[src/rtl/secded_pkg.sv]
package secded_pkg;

   localparam int MAX_DW     = 256;
   localparam int INJ_DIRECT = 0;
   localparam int INJ_XOR    = 1;

   function automatic bit is_pow2(input int v);
      return (v > 0) && ((v & (v - 1)) == 0);
   endfunction

   // number of position parity bits needed for dw data bits
   function automatic int par_bits(input int dw);
      int p;
      p = 0;
      while ((1 << p) < dw + p + 1) p++;
      return p;
   endfunction

   // codeword position of data bit idx (positions start at 1)
   function automatic int data_pos(input int idx);
      int pos;
      pos = 2;
      for (int i = 0; i <= idx; i++) begin
         pos++;
         while (is_pow2(pos)) pos++;
      end
      return pos;
   endfunction

   // data bits covered by position parity bit j
   function automatic logic [MAX_DW-1:0] cover_mask(input int j, input int dw);
      logic [MAX_DW-1:0] m;
      m = '0;
      for (int i = 0; i < dw; i++) begin
         if (((data_pos(i) >> j) & 1) == 1) m[i] = 1'b1;
      end
      return m;
   endfunction

endpackage

[src/rtl/secded_posgen.sv]
module secded_posgen
   import secded_pkg::*;
#(
   parameter int DATA_W = 32,
   parameter int PAR_W  = par_bits(DATA_W)
) (
   input  logic [DATA_W-1:0] data,
   output logic [PAR_W-1:0]  pos_par
);

   for (genvar j = 0; j < PAR_W; j++) begin : g_par
      localparam logic [MAX_DW-1:0] COVER = cover_mask(j, DATA_W);
      assign pos_par[j] = ^(data & COVER[DATA_W-1:0]);
   end

endmodule

[src/rtl/secded_enc.sv]
module secded_enc
   import secded_pkg::*;
#(
   parameter int DATA_W = 32,
   parameter int PAR_W  = par_bits(DATA_W)
) (
   input  logic [DATA_W-1:0] data,
   output logic [PAR_W:0]    code
);

   logic [PAR_W-1:0] pos_par;

   secded_posgen #(.DATA_W(DATA_W), .PAR_W(PAR_W)) posgen_i (
      .data    (data),
      .pos_par (pos_par)
   );

   assign code = {(^data) ^ (^pos_par), pos_par};

endmodule

[src/rtl/secded_inject.sv]
module secded_inject
   import secded_pkg::*;
#(
   parameter int CODE_W   = 7,
   parameter int INJ_MODE = INJ_DIRECT
) (
   input  logic [CODE_W-1:0] gen_code,
   input  logic              inj_en,
   input  logic [CODE_W-1:0] inj_val,
   output logic [CODE_W-1:0] store_code
);

   if (INJ_MODE == INJ_XOR) begin : g_xor
      assign store_code = gen_code ^ (inj_en ? inj_val : '0);
   end else begin : g_direct
      assign store_code = inj_en ? inj_val : gen_code;
   end

endmodule

[src/rtl/secded_store.sv]
module secded_store #(
   parameter int WORD_W = 39,
   parameter int ADDR_W = 4,
   localparam int DEPTH = 1 << ADDR_W
) (
   input  logic              clk,
   input  logic              we,
   input  logic              re,
   input  logic [ADDR_W-1:0] addr,
   input  logic [WORD_W-1:0] wword,
   output logic [WORD_W-1:0] rword
);

   logic [WORD_W-1:0] mem [DEPTH];

   // read-first: a read in a write cycle sees the old word
   always_ff @(posedge clk) begin
      if (re) rword <= mem[addr];
      if (we) mem[addr] <= wword;
   end

endmodule

[src/rtl/secded_dec.sv]
module secded_dec
   import secded_pkg::*;
#(
   parameter int DATA_W = 32,
   parameter int PAR_W  = par_bits(DATA_W)
) (
   input  logic [DATA_W-1:0] data_q,
   input  logic [PAR_W:0]    code_q,
   output logic [DATA_W-1:0] data_fix,
   output logic              err_single,
   output logic              err_double
);

   logic [PAR_W-1:0]  pos_par;
   logic [PAR_W-1:0]  syndrome;
   logic              odd;
   logic [DATA_W-1:0] flip;

   secded_posgen #(.DATA_W(DATA_W), .PAR_W(PAR_W)) posgen_i (
      .data    (data_q),
      .pos_par (pos_par)
   );

   assign syndrome = pos_par ^ code_q[PAR_W-1:0];
   assign odd      = (^data_q) ^ (^code_q);

   for (genvar i = 0; i < DATA_W; i++) begin : g_fix
      localparam int POS = data_pos(i);
      assign flip[i] = odd && (syndrome == PAR_W'(POS));
   end

   assign data_fix   = data_q ^ flip;
   assign err_single = odd;
   assign err_double = !odd && (syndrome != '0);

endmodule

[src/rtl/secded_ram.sv]
module secded_ram
   import secded_pkg::*;
#(
   parameter int DATA_W   = 32,
   parameter int ADDR_W   = 4,
   parameter int INJ_MODE = INJ_DIRECT,
   localparam int PAR_W   = par_bits(DATA_W),
   localparam int CODE_W  = PAR_W + 1,
   localparam int WORD_W  = DATA_W + CODE_W
) (
   input  logic              clk,
   input  logic              rst_n,
   input  logic              re,
   input  logic              we,
   input  logic [ADDR_W-1:0] addr,
   input  logic [DATA_W-1:0] wdata,
   input  logic              inj_en,
   input  logic [CODE_W-1:0] inj_val,
   output logic [DATA_W-1:0] rdata,
   output logic              rvalid,
   output logic              single_err,
   output logic              double_err
);

   // R12 elaboration-time parameter checks
   if (INJ_MODE != INJ_DIRECT && INJ_MODE != INJ_XOR) begin : g_bad_mode
      $error("secded_ram: INJ_MODE must be 0 or 1");
   end
   if (DATA_W < 4 || DATA_W > MAX_DW) begin : g_bad_dw
      $error("secded_ram: DATA_W out of range");
   end
   if (ADDR_W < 1 || ADDR_W > 16) begin : g_bad_aw
      $error("secded_ram: ADDR_W out of range");
   end

   logic [CODE_W-1:0] gen_code;
   logic [CODE_W-1:0] store_code;
   logic [WORD_W-1:0] rword;
   logic [DATA_W-1:0] data_fix;
   logic              err_single;
   logic              err_double;

   secded_enc #(.DATA_W(DATA_W), .PAR_W(PAR_W)) enc_i (
      .data (wdata),
      .code (gen_code)
   );

   secded_inject #(.CODE_W(CODE_W), .INJ_MODE(INJ_MODE)) inj_i (
      .gen_code   (gen_code),
      .inj_en     (inj_en),
      .inj_val    (inj_val),
      .store_code (store_code)
   );

   secded_store #(.WORD_W(WORD_W), .ADDR_W(ADDR_W)) store_i (
      .clk   (clk),
      .we    (we),
      .re    (re),
      .addr  (addr),
      .wword ({store_code, wdata}),
      .rword (rword)
   );

   secded_dec #(.DATA_W(DATA_W), .PAR_W(PAR_W)) dec_i (
      .data_q     (rword[DATA_W-1:0]),
      .code_q     (rword[WORD_W-1:DATA_W]),
      .data_fix   (data_fix),
      .err_single (err_single),
      .err_double (err_double)
   );

   always_ff @(posedge clk or negedge rst_n) begin
      if (!rst_n) rvalid <= 1'b0;
      else        rvalid <= re;
   end

   assign rdata      = data_fix;
   assign single_err = rvalid && err_single;
   assign double_err = rvalid && err_double;

endmodule

[config.mk]
export PLATFORM = sky130hd
export DESIGN_NAME = secded_ram
export DESIGN_NICKNAME = d
export VERILOG_FILES = /design/src/rtl/secded_pkg.sv /design/src/rtl/secded_posgen.sv /design/src/rtl/secded_enc.sv /design/src/rtl/secded_inject.sv /design/src/rtl/secded_store.sv /design/src/rtl/secded_dec.sv /design/src/rtl/secded_ram.sv
export SDC_FILE = /design/constraint.sdc
export NUM_CORES = 1
export LEC_CHECK = 0
export BUFFER_PORTS_ARGS = -buffer_cell sky130_fd_sc_hd__buf_2
export CORE_AREA = 2 2 295 210
export CTS_CLUSTER_SIZE = 30
export DETAILED_ROUTE_END_ITERATION = 8
export DIE_AREA = 0 0 297 212
export SYNTH_ARGS = -nofsm -noshare
export SYNTH_HDL_FRONTEND = slang
export SYNTH_SLANG_ARGS = --single-unit
export TNS_END_PERCENT = 50
[constraint.sdc]
create_clock -name clk -period 4.6 [get_ports clk]
set_clock_uncertainty 0.2 [all_clocks]
set_input_delay 1.15 -clock clk [delete_from_list [all_inputs] [get_ports clk]]
set_output_delay 1.15 -clock clk [all_outputs]
set_load 0.005 [all_outputs]
== Yosys cells after proc, flatten, opt, wreduce, memory -nomap -nowiden ==
Memories as Yosys holds them, arrays and structs flattened. A register that Yosys moved wholly into a read port is not among the register bits.
Cells that the tools add are included.
W data, S select, Z words.
Storage, ports and cells
  output and inout port bits: 35
  register bits: 1
  memory bits (writable): 624
  memories kept: 1
Operators by class
  reductions and logical operators: 53
  muxes and demuxes: 3
  bitwise operators: 4
  equality and inequality tests: 32
Memory list
  store_i.mem: words 16, width 39, read ports 1, clocked after Yosys merged registers in 1, write ports 1, line secded_store.sv:14  | logic [WORD_W-1:0] mem [DEPTH];
Operators by type and width (number)
  $reduce_xor A32 Y1: 14
  $eq A6 B5 Y1 const B: 15
  $eq A6 B4 Y1 const B: 7
  $eq A6 B6 Y1 const B: 6
  $logic_and A1 B1 Y1: 35
  $xor A32 B32 Y32: 1
  $eq A6 B3 Y1 const B: 3
  $mux W7: 1
  $reduce_xor A7 Y1: 1
  $eq A6 B2 Y1 const B: 1
  $reduce_bool A6 Y1: 1
  $reduce_xor A6 Y1: 1
  $xor A6 B6 Y6: 1
  $mux W1: 2
  $xor A1 B1 Y1: 2
  $logic_not A1 Y1: 1

== Logic depth before layout (Yosys ltp) ==
  word-level depth: 5
  gate-level depth with buffers: 8
  gate-level depth less buffers: 7

== By module ==
A second synthesis with hierarchy kept.
Unflattened totals
  cells, all modules: 1381
  area total of the unflattened synthesis: 27924.3 sq um
Modules (own cells, without submodules)
  secded_store: cells each 1015, area each 24564.8 sq um, instances 1, sequential area each 19909.1 sq um
  secded_dec: cells each 235, area each 1672.9 sq um, instances 1, sequential area each 0.0 sq um
  secded_posgen: cells each 42, area each 601.8 sq um, instances 2, sequential area each 0.0 sq um
  secded_enc: cells each 36, area each 329.1 sq um, instances 1, sequential area each 0.0 sq um
  secded_inject: cells each 8, area each 116.4 sq um, instances 1, sequential area each 0.0 sq um
  secded_ram: cells each 3, area each 37.5 sq um, instances 1, sequential area each 25.0 sq um

== Worst setup path after synthesis ==
No wires, ideal clock.
  path type: in2reg
  start: in addr[2]
  end: mem store_i.mem[0][0] (enable)
  buffers on the path: 2
  library setup time: 0.484 ns
  cell stages on the path: 4
  slack: -0.928 ns
  data arrival time: 4.844 ns
  data required time: 3.916 ns
  cells stage by stage: clkbuf_1 clkbuf_1 or3b_2 nor3_1
RTL lines
  from (decl): line secded_ram.sv:15  | input logic [ADDR_W-1:0] addr,
  to (decl): line secded_store.sv:14
No word-level cell before the write port.

== Worst setup path in the final report ==
  start: reg store_i.rword[21], read port of store_i.mem
  end: out rdata[22]
Between the ends
  word-level cells in the longest chain between the ends: 5
  elaborated cells on any way between the ends: 10
Ends and longest elaborated chain
  from (decl): line secded_store.sv:11  | output logic [WORD_W-1:0] rword
  $reduce_xor A32 Y1: line secded_posgen.sv:13  | assign pos_par[j] = ^(data & COVER[DATA_W-1:0]);
  $xor A6 B6 Y6: line secded_dec.sv:24  | assign syndrome = pos_par ^ code_q[PAR_W-1:0];
  $eq A6 B5 Y1: line secded_dec.sv:29  | assign flip[i] = odd && (syndrome == PAR_W'(POS));
  $logic_and A1 B1 Y1 *: line secded_dec.sv:29
  $xor A32 B32 Y32 *: line secded_dec.sv:32  | assign data_fix = data_q ^ flip;
  to (decl): line secded_ram.sv:19  | output logic [DATA_W-1:0] rdata,
Every way passes the cells marked *; elsewhere a longest branch is shown, timed or not.

==> report_table.html <==
<table>
<tr><th>Metric</th><th>Value</th></tr>
<tr><th colspan="2">Synthesis</th></tr>
<tr><td>Cell count after synthesis</td><td>1,151</td></tr>
<tr><td>Cell variety after synth</td><td>35</td></tr>
<tr><td>Portion of the post-synthesis area used by sequential elements</td><td>74.38%</td></tr>
<tr><td>Synthesized flop and latch total</td><td>between 600 and 700</td></tr>
<tr><td>Synth warn</td><td>0</td></tr>
<tr><td>Synthesized Nets</td><td>1,199</td></tr>
<tr><td>Average size of a mapped cell</td><td>23.28 µm²</td></tr>
<tr><td>Post-Synthesis Cell Area</td><td>around 27,000 µm²</td></tr>
<tr><th colspan="2">Timing</th></tr>
<tr><td>Max frequency</td><td>0.2122 GHz</td></tr>
<tr><td>Hold Fails Final Rpt</td><td>0</td></tr>
<tr><td>Tightest Pin Transition</td><td>approximately 1.0 ns</td></tr>
<tr><td>Total of endpoints with negative setup slack in the final report</td><td>14</td></tr>
<tr><td>Hold_ws</td><td>0.08172 ns</td></tr>
<tr><td>Pins over their slew limit</td><td>0</td></tr>
<tr><td>Post-layout minimum cycle time</td><td>4.713 ns</td></tr>
<tr><td>Worst slew margin relative to its limit</td><td>30.78%</td></tr>
<tr><td>Final worst-path setup slack</td><td>-0.1126 ns</td></tr>
<tr><td>Final clock period utilization by the worst path</td><td>102.4%</td></tr>
<tr><td>Setup TNS after final layout</td><td>-0.4040 ns</td></tr>
<tr><td>Setup repair after global routing missed its margin</td><td>true</td></tr>
<tr><th colspan="2">Placement</th></tr>
<tr><td>Count of input and output buffers</td><td>82</td></tr>
<tr><td>Estimated wirelength of the detail-placed design</td><td>39,560 µm</td></tr>
<tr><td>Instance area at placement</td><td>just under 30,000 µm²</td></tr>
<tr><td>Worst Setup Slack post-DPL</td><td>0.2189 ns</td></tr>
<tr><td>GP Congestion</td><td>0.8166</td></tr>
<tr><th colspan="2">Run status</th></tr>
<tr><td>Failing checks</td><td>negative setup slack</td></tr>
<tr><td>Result of the run</td><td>finished, violations left</td></tr>
<tr><th colspan="2">Clock tree</th></tr>
<tr><td>Maximum root-to-sink buffer count</td><td>3</td></tr>
<tr><td>Htree depth</td><td>2</td></tr>
<tr><td>CTS Root Buffer Type</td><td>clkbuf_16</td></tr>
<tr><td>Number of buffers inserted by hold repair at cts</td><td>0</td></tr>
<tr><td>Clock-pin slew of the registers on the worst-case setup and hold paths</td><td>0.06 ns</td></tr>
<tr><td>Num CTS Buffers</td><td>61</td></tr>
<tr><td>CTS tree</td><td>yes</td></tr>
<tr><td>Skew-Pair Late Insertion Delay</td><td>between 0.6 and 0.7 ns</td></tr>
<tr><td># clock sinks</td><td>664</td></tr>
<tr><th colspan="2">Final layout</th></tr>
<tr><td>Multi-input gate area in the final layout</td><td>slightly above 7000 µm²</td></tr>
<tr><td>Share of the core filled with cells in the final layout</td><td>between 50% and 60%</td></tr>
<tr><td>FILL cells</td><td>4,745</td></tr>
<tr><td>FF/Latch Area</td><td>19,930 µm²</td></tr>
<tr><td>Fraction of final layout cells with drive strength greater than 1</td><td>40.84%</td></tr>
<tr><td>Area added between synthesis and finish</td><td>17.69%</td></tr>
<tr><td>Summed area of non-filler cells in the final layout</td><td>about 32,000 µm²</td></tr>
<tr><td>Antenna diode instance count</td><td>0</td></tr>
<tr><td>Net count of the finished layout</td><td>between 1,000 and 1,500</td></tr>
<tr><th colspan="2">Power</th></tr>
<tr><td>Switch share</td><td>27.76%</td></tr>
<tr><td>Switching power of the nets</td><td>4361 µW</td></tr>
<tr><td>Peak supply drop</td><td>0.3878 mV</td></tr>
<tr><td>Sequential Power Share</td><td>around 45%</td></tr>
<tr><td>Clock network fraction of total power</td><td>31.7%</td></tr>
<tr><td>Internal power</td><td>11,350 µW</td></tr>
<tr><td>Relative contribution of combinational cells to total power</td><td>between 20% and 30%</td></tr>
<tr><td>Leak pwr</td><td>just over 0.01 µW</td></tr>
<tr><td>Power Density</td><td>approximately 500 nW/µm²</td></tr>
<tr><th colspan="2">Detailed routing</th></tr>
<tr><td>Via total after detailed routing</td><td>12,820</td></tr>
<tr><td>Post-route DRC</td><td>0</td></tr>
<tr><td>Iter 0 DRT Violations</td><td>about 1,300</td></tr>
<tr><td>Total wire length after detailed routing</td><td>about 66,000 µm</td></tr>
<tr><td>Antenna-violating nets left</td><td>0</td></tr>
<tr><td>Routed length per placed instance</td><td>29.56 µm</td></tr>
<tr><td>DR pass1 iterations</td><td>5</td></tr>
<tr><td>Ratio of routed vias to standard cells</td><td>5.744</td></tr>
<tr><th colspan="2">Setup path</th></tr>
<tr><td>Largest fanout on the critical path</td><td>4</td></tr>
<tr><td>Critical path required time</td><td>3.25 ns</td></tr>
<tr><td>Kind of critical path</td><td>flip-flop to output port</td></tr>
<tr><td>Setup crit end kind</td><td>output port</td></tr>
<tr><td>Worst setup SP type</td><td>flip-flop</td></tr>
<tr><td>CP Data Arrival Time</td><td>roughly 3.4 ns</td></tr>
<tr><th colspan="2">Die</th></tr>
<tr><td>Standard-cell rows</td><td>76</td></tr>
<tr><td>Initial cell density of the core</td><td>between 40% and 50%</td></tr>
<tr><td>Std-Cell Core Area</td><td>60,480 µm²</td></tr>
<tr><td>Area of the die</td><td>62,960 µm²</td></tr>
<tr><td>Die width</td><td>297 µm</td></tr>
<tr><td>Boundary pin count</td><td>between 80 and 90</td></tr>
<tr><td>Vertical die dimension</td><td>212 µm</td></tr>
<tr><th colspan="2">Global route</th></tr>
<tr><td>Maximum number of pins on one net before global-route repair</td><td>between 70 and 80</td></tr>
<tr><td>Wire length of the first global-routing pass</td><td>95,280 µm</td></tr>
<tr><td>Vias in the first global route</td><td>13,020</td></tr>
<tr><td>Global route overflow</td><td>0</td></tr>
<tr><td>Antenna violations before repair</td><td>3</td></tr>
<tr><td>Global Route Usage Sum</td><td>21.41%</td></tr>
<tr><th colspan="2">Hold path</th></tr>
<tr><td>Worst min-delay path category</td><td>input port to asynchronous set/reset pin</td></tr>
<tr><th colspan="2">Flow run</th></tr>
<tr><td>Number of max-cap violations</td><td>0</td></tr>
</table>
## timing repair
action                     CTS  global route
setup endpoints to repair   34            34
setup buffers               32            15
resized for setup           48            25
pin swaps                   23            18
## registers in the layout (all words and copies together) (netlist names)
| signal | flops |
|---|---|
| rvalid | 1 |
| store_i.mem | 624 |
| store_i.rword | 39 |
## worst paths after layout
check	from	endpoint	slack, ns	depth (start not counted)
worst max-delay path	store_i.rword[21]	rdata[22]	-0.11	9
worst min-delay path	rst_n	rvalid	0.08	1
worst max register to register	store_i.mem[11][34]	store_i.rword[34]	2.65	2
worst min register to register	store_i.mem[14][21]	store_i.rword[21]	0.66	2
max in group asynchronous	rst_n	rvalid	4.04	1
min in group clk	store_i.mem[14][21]	store_i.rword[21]	0.66	2
## stage by stage
step                total power, µW  std cells
finish                        15710       2232
floorplan                      9098       1151
global placement              10140       2071
detailed placement            10180       2071
global route                  16250       2232
CTS                           15560       2217
## placed cells by master (no fill, tap or decap), types with 9 or more instances in the layout
cell type	Yosys	layout
clkinv_2	0	14
buf_4	0	100
nand2_1	37	24
clkbuf_1	37	14
buf_2	2	79
nand2_2	0	10
clkbuf_16	0	61
xor2_1	18	15
buf_12	0	10
clkinv_1	0	15
nor2_4	0	12
xnor2_2	4	31
mux4_2	195	195
edfxtp_1	663	663
xnor2_1	107	78
nor4_4	5	9
## kinds of logic after synthesis
group                     after synthesis  share of synthesized area (%)
AOI/OAI and AO/OA                       5                         0.1074
xor gates and xnor gates              155                          6.508
buffers and inverters                  50                         0.7143
DFF                                   664                          74.38
muxes                                 199                          16.56
and+or+nand+nor                        78                          1.732
## power by group through the flow
stage	logic [µW]	clock network [µW]	registers, µW
floorplan	1890	0	7210
global placement	2900	0	7230
detailed placement	2930	0	7240
CTS	3380	5070	7110
global route	3810	5320	7120
finish	3620	4980	7110
## cell type report
class	count	area share, %
clock inverters	40	1.135
flip-flops and latches	664	63.20
inverters	1	0.01190
well taps	819	3.249
repair buffers	196	4.530
clock buffers	75	5.007
multi-input cells	437	22.86
## cells in the mapped netlist, drive strengths merged
cell type | n | area, µm²
nand3b | 2 | 15.01
or2 | 1 | 6.260
nand3 | 2 | 10.01
xor2 | 22 | 222.7
o21a | 1 | 7.510
xnor2 | 114 | 1085
nor4 | 9 | 156.4
and3b | 1 | 8.760
mux2 | 4 | 45.04
mux4 | 195 | 4392
o21ai | 3 | 15.01
edfxtp | 663 | 19910
clkbuf | 38 | 143.9
xor3 | 2 | 47.55
and2 | 2 | 12.51
nand2b | 2 | 12.51
or3b | 1 | 8.760
inv | 1 | 3.750
or2b | 1 | 8.760
xnor3 | 17 | 389.1
nand2 | 37 | 138.9
buf | 11 | 43.79
a31oi | 1 | 6.260
dfrtp | 1 | 25.02
nor3 | 5 | 25.02
nor2 | 15 | 61.31
## critical path, stage by stage, from the launching register on
cell	delay (ns)
edfxtp_1	0.45
xnor3_2	0.47
xnor2_4	0.20
xnor3_2	0.39
or2_4	0.29
nor4_4	0.30
buf_6	0.19
nand2_2	0.08
xnor2_2	0.20
buf_2	0.16
## routing by layer
layer	wire length, µm	track usage (%)	part of all wire, %	vias to the layer above
met1	29890	33.06	45	6995
met4	1086	4.580	1.6	0
met5	0	0	0	-
met2	29200	30.99	44	515
li1	-	-	-	5232
met3	5797	5.334	8.8	79
(Power assumes the default switching activity.)
